**src/rtl/opfault_pkg.sv**
```systemverilog
package opfault_pkg;
  typedef enum logic [2:0] {
    CAUSE_NONE       = 3'd0,
    CAUSE_ILLEGAL_OP = 3'd1,
    CAUSE_UNINIT_B   = 3'd2,
    CAUSE_UNINIT_C   = 3'd3,
    CAUSE_UNNORM_B   = 3'd4,
    CAUSE_OVERFLOW   = 3'd5
  } cause_e;
endpackage

```
**src/rtl/opf_opcode_screen.sv**
```systemverilog
module opf_opcode_screen #(
  parameter int OP_W        = 7,
  parameter int HOLE_LO     = 'h3D,
  parameter int HOLE_HI     = 'h3F,
  parameter int SINGLE_HOLE = 'h47,
  parameter int TOP_FREE_LO = 'h4E
) (
  input  logic [OP_W-1:0] op,
  output logic            illegal
);
  // Zero word and sign-only word both trap when executed
  localparam logic [OP_W-1:0] ZERO_TRAP = '0;
  localparam logic [OP_W-1:0] NEGZ_TRAP = {1'b1, {(OP_W-1){1'b0}}};
  localparam logic [OP_W-1:0] H_LO      = OP_W'(HOLE_LO);
  localparam logic [OP_W-1:0] H_HI      = OP_W'(HOLE_HI);
  localparam logic [OP_W-1:0] H_ONE     = OP_W'(SINGLE_HOLE);
  localparam logic [OP_W-1:0] T_LO      = OP_W'(TOP_FREE_LO);

  always_comb begin
    illegal = 1'b0;
    if (op == ZERO_TRAP || op == NEGZ_TRAP) illegal = 1'b1;
    if (op >= H_LO && op <= H_HI)           illegal = 1'b1;
    if (op == H_ONE)                        illegal = 1'b1;
    if (op >= T_LO)                         illegal = 1'b1;
  end
endmodule

```
**src/rtl/opf_word_screen.sv**
```systemverilog
module opf_word_screen #(
  parameter int WORD_W = 64,
  parameter int EXP_W  = 12
) (
  input  logic [WORD_W-1:0] word,
  output logic              neg_zero,
  output logic              exp_zero
);
  localparam logic [WORD_W-1:0] SIGN_ONLY = {1'b1, {(WORD_W-1){1'b0}}};

  assign neg_zero = (word == SIGN_ONLY);
  assign exp_zero = (word[WORD_W-1 -: EXP_W] == '0);
endmodule

```
**src/rtl/opf_fault_prio.sv**
```systemverilog
module opf_fault_prio
  import opfault_pkg::*;
(
  input  logic   illegal,
  input  logic   uninit_b,
  input  logic   uninit_c,
  input  logic   unnorm_b,
  input  logic   overflow,
  output cause_e cause
);
  always_comb begin
    if (illegal)       cause = CAUSE_ILLEGAL_OP;
    else if (uninit_b) cause = CAUSE_UNINIT_B;
    else if (uninit_c) cause = CAUSE_UNINIT_C;
    else if (unnorm_b) cause = CAUSE_UNNORM_B;
    else if (overflow) cause = CAUSE_OVERFLOW;
    else               cause = CAUSE_NONE;
  end
endmodule

```
**src/rtl/opfault_screen.sv**
```systemverilog
module opfault_screen
  import opfault_pkg::*;
#(
  parameter int OP_W      = 7,
  parameter int WORD_W    = 64,
  parameter int EXP_W     = 12,
  parameter int RES_W     = 12,
  parameter int OVF_LIMIT = 1023
) (
  input  logic              clk,
  input  logic              rst,
  input  logic              valid_i,
  input  logic [OP_W-1:0]   opcode_i,
  input  logic              is_float_i,
  input  logic [WORD_W-1:0] b_i,
  input  logic [WORD_W-1:0] c_i,
  input  logic [RES_W-1:0]  res_exp_i,
  output logic              fault_o,
  output logic [2:0]        cause_o
);
  localparam int              N_SRC   = 2;
  localparam logic [RES_W-1:0] OVF_LIM = RES_W'(OVF_LIMIT);

  logic              illegal;
  logic [WORD_W-1:0] src [N_SRC];
  logic [N_SRC-1:0]  src_nz;
  logic [N_SRC-1:0]  src_ez;
  logic              ovf;
  cause_e            cause_d;
  cause_e            cause_q;
  logic              fault_q;

  assign src[0] = b_i;
  assign src[1] = c_i;

  opf_opcode_screen #(.OP_W(OP_W)) u_opcode (
    .op      (opcode_i),
    .illegal (illegal)
  );

  for (genvar s = 0; s < N_SRC; s++) begin : g_src
    opf_word_screen #(.WORD_W(WORD_W), .EXP_W(EXP_W)) u_word (
      .word     (src[s]),
      .neg_zero (src_nz[s]),
      .exp_zero (src_ez[s])
    );
  end

  assign ovf = is_float_i && (res_exp_i > OVF_LIM);

  opf_fault_prio u_prio (
    .illegal  (illegal),
    .uninit_b (src_nz[0]),
    .uninit_c (src_nz[1]),
    .unnorm_b (is_float_i && src_ez[0]),
    .overflow (ovf),
    .cause    (cause_d)
  );

  always_ff @(posedge clk) begin
    if (rst) begin
      cause_q <= CAUSE_NONE;
      fault_q <= 1'b0;
    end else if (valid_i) begin
      cause_q <= cause_d;
      fault_q <= (cause_d != CAUSE_NONE);
    end else begin
      cause_q <= CAUSE_NONE;
      fault_q <= 1'b0;
    end
  end

  assign cause_o = cause_q;
  assign fault_o = fault_q;

  // an illegal opcode outranks everything one cycle later
  p_illegal_first_r1: assert property (@(posedge clk) disable iff (rst)
    valid_i && illegal |=> cause_o == CAUSE_ILLEGAL_OP);

  // sign-only B on a legal opcode reports uninitialized B
  p_uninit_b_r3: assert property (@(posedge clk) disable iff (rst)
    valid_i && !illegal && src_nz[0] |=> cause_o == CAUSE_UNINIT_B);

  // integer ops with clean operands never fault
  p_int_clean_r4: assert property (@(posedge clk) disable iff (rst)
    valid_i && !is_float_i && !illegal && src_nz == '0 |=> !fault_o);

  // exponent above limit on otherwise clean float op
  p_overflow_r5: assert property (@(posedge clk) disable iff (rst)
    valid_i && is_float_i && !illegal && src_nz == '0 && !src_ez[0]
    && res_exp_i > OVF_LIM |=> cause_o == CAUSE_OVERFLOW);

  // flag and cause agree
  p_flag_cause_r7: assert property (@(posedge clk) disable iff (rst)
    fault_o == (cause_o != 3'd0));

  // idle cycle yields no fault
  p_idle_quiet_r8: assert property (@(posedge clk) disable iff (rst)
    !valid_i |=> !fault_o && cause_o == 3'd0);

  // reset clears the outputs
  p_reset_clear_r9: assert property (@(posedge clk)
    rst |=> !fault_o && cause_o == 3'd0);
endmodule

```
**config.mk**
```make
export PLATFORM = sky130hd
export DESIGN_NAME = opfault_screen
export DESIGN_NICKNAME = d
export VERILOG_FILES = /design/src/rtl/opfault_pkg.sv /design/src/rtl/opf_opcode_screen.sv /design/src/rtl/opf_word_screen.sv /design/src/rtl/opf_fault_prio.sv /design/src/rtl/opfault_screen.sv
export SDC_FILE = /design/constraint.sdc
export NUM_CORES = 1
export LEC_CHECK = 0
export ABC_AREA = 0
export CORE_ASPECT_RATIO = 0.75
export CORE_MARGIN = 2
export CORE_UTILIZATION = 13
export DETAILED_ROUTE_END_ITERATION = 8
export PLACE_DENSITY_LB_ADDON = 0.08
export REMOVE_ABC_BUFFERS = 1
export SETUP_SLACK_MARGIN = 0.2
export SLEW_MARGIN = 20
export SYNTH_ARGS = -nofsm -noshare
export SYNTH_HDL_FRONTEND = slang
export SYNTH_SLANG_ARGS = --single-unit
```
**constraint.sdc**
```tcl
create_clock -name clk -period 1.8 [get_ports clk]
set_input_delay 0.27 -clock clk [delete_from_list [all_inputs] [get_ports clk]]
set_output_delay 0.27 -clock clk [all_outputs]
set_load 0.05 [all_outputs]
```
==> flow_metrics.tcl <==
set metrics [dict create \
    clk_pin_slew_ns 0.03 \
    wl_mm 4.01 \
    root_buffer "clkbuf_8" \
    grt_pass1_vias 1366 \
    drt-initial-drc-count 6 \
    cts_hold_buf 0 \
    avgSynthCellArea_um2 6.94 \
    antenna_found_initial 0 \
    worst_slew_pin_slew_ns 0.502 \
    vdd_drop_max_v 0.000261 \
    nets 379 \
    numCtsBuffers 3 \
    cts_sinks 4 \
    crit_path_end_kind "register" \
    cts_tree "built" \
    drcViolationCount 0 \
    die-area_um2 4310 \
    syn_area_um2 493 \
    initial_core_util_pct 13.6 \
    period_share_pct 83.0 \
    yosysTopAreaCell "nor4_1" \
    cp_slowest_stage_delay_ns 0.55 \
    hold_viol_final 0 \
    ys.flop_type "dfxtp_1" \
    overflow 0 \
    synth_commonest_cells "nor4_1 (30), nand4_1 (7), nor2_1 (6)" \
    core_area_um2 3640 \
    startpoint_type "input port" \
    fill_cells 340 \
    track_usage_pct 16.8 \
    ios 155 \
    wl_per_cell_um 14.4 \
    p_leak_nw 1.19 \
    dr.pass1.iters 4 \
    synth_cells 71 \
    stdcell_area_um2 2290 \
    place_inst 274 \
    vias 1270 \
    cts.path.max_buffers 2 \
    synthDominantCellAreaShare_pct 38.1 \
    ys_warn_count 0 \
    cts_max_level 1 \
    fmax_ghz 0.669 \
    seq_area_um2 80.1 \
    synthArstFlopShare_pct 0 \
    fin_total_pwr_uw 613 \
    io_buffers 144 \
    grt_max_degree 5 \
    relSlewSlack_pct 66.5 \
    rsz0062_at_grt "false" \
    die_width_um 75.1 \
    p_per_area_nw_per_um2 268 \
    grt_pass1_wl_mm 5.62 \
    path_buf_inv 2 \
    yosysSeqAreaShare_pct 16.2 \
    synth-edff-count 0 \
    final_util_pct 62.8 \
    area_growth_pct 364 \
    die_y_um 57.3 \
    critPathArrivalTime_ns 1.64 \
    worstPathRequired_ns 1.95 \
    diodes 0 \
    synth_area_leaders "nor4_1 (38%), dfxtp_1 (16%), nand4_1 (8.9%)" \
    path_max_fanout 3 \
    setup_viol 0 \
    min_path_type "input port to register" \
    antenna_left 0 \
    cap_viol_max_count 0 \
    maxSlewViolCount 0 \
    final.setup.tns_ns 0 \
    synth_cell_type_count 19 \
    avgViaCountPerCell 4.57 \
    path_cells "dlygate4sd2_1 > or4_4 > o311ai_4 > buf_4 > a21oi_2 > nor2_1" \
    multi_input_area_um2 661 \
    yosys_register_bits 4 \
    crit_family "simple AND/OR/NAND/NOR gates" \
    place.gp.congestion 0.686 \
    crit_slowest_cell "or4_4" \
    status "complete, no violations" \
    fp-row-count 19 \
    yosysMostFrequentCell "nor4_1" \
    detailed_place.area_um2 2050 \
    dp_hpwl_mm 3.45 \
    post-route-min-period_ns 1.49 \
    drive_above_1_share_pct 27.4 \
    path_class "input port to register" \
    fin_cells 278 \
]
-- cells by family (layout without fill, tap and decap cells) --
group,count (synthesis),after routing,synth area share (%)
AO/OA/AOI/OAI,11,11,15.5
AND/OR/NAND/NOR,56,56,68.3
buffers and inverters,0,155,0
flip-flops,4,4,16.2
-- registers in the layout, summed over array words and instances (netlist names) --
| name | cells |
|---|---|
| cause_o | 3 |
| fault_o | 1 |
-- layer usage --
| metal | vias up | routed length (um) | share of wire, % | global-route usage [%] |
|---|---|---|---|---|
| met5 | - | 0 | 0 | 0 |
| met4 | 0 | 27 | 0.67 | 4.08 |
| met3 | 2 | 475 | 12 | 4.06 |
| met2 | 86 | 2280 | 57 | 37.0 |
| met1 | 554 | 1230 | 31 | 14.2 |
| li1 | 628 | - | - | - |
-- path summary, 6_finish.rpt --
path,cells past startpoint,start,to,slack [ns]
hold / removal,4,opcode_i[5],fault_o,0.59
setup / recovery,6,opcode_i[2],cause_o[0],0.31
-- layout by cell type (no fill, tap or decap), types with 3 or more instances in the layout --
cell	count
nor2_1	5
clkbuf_8	3
nor4_1	5
nor4_2	25
buf_4	8
clkdlybuf4s15_1	19
dlymetal6s2s_1	34
nand4_1	7
clkbuf_2	14
clkdlybuf4s50_1	15
dlygate4sd2_1	62
dfxtp_1	4
-- repair_timing --
action                                  CTS  global route
endpoints found under the setup margin    5             7
buffers inserted                          1             0
endpoints found under the hold margin     0             0
resized for setup                       116            99
pin swaps                                45            38
-- where the power goes --
group          internal (mW)  switching [mW]
combinational          0.222           0.111
sequential            0.0926        0.000930
clock                  0.142          0.0444
-- through the flow --
step	worst slack, ns	hold slack [ns]
finish	0.305	0.592
global route	0.122	0.642
detailed placement	-0.324	0.923
floorplan	0.378	0.470
CTS	0.201	0.666
global placement	-0.263	0.915
-- final cells by class --
class / instances / share of cell area [%]
repair buffers: 152 / 62.9
multi-input cells: 67 / 28.9
flip-flops and latches: 4 / 3.50
well taps: 52 / 2.85
clock buffers: 3 / 1.81
Note: power is estimated with default switching activity, not from simulation.
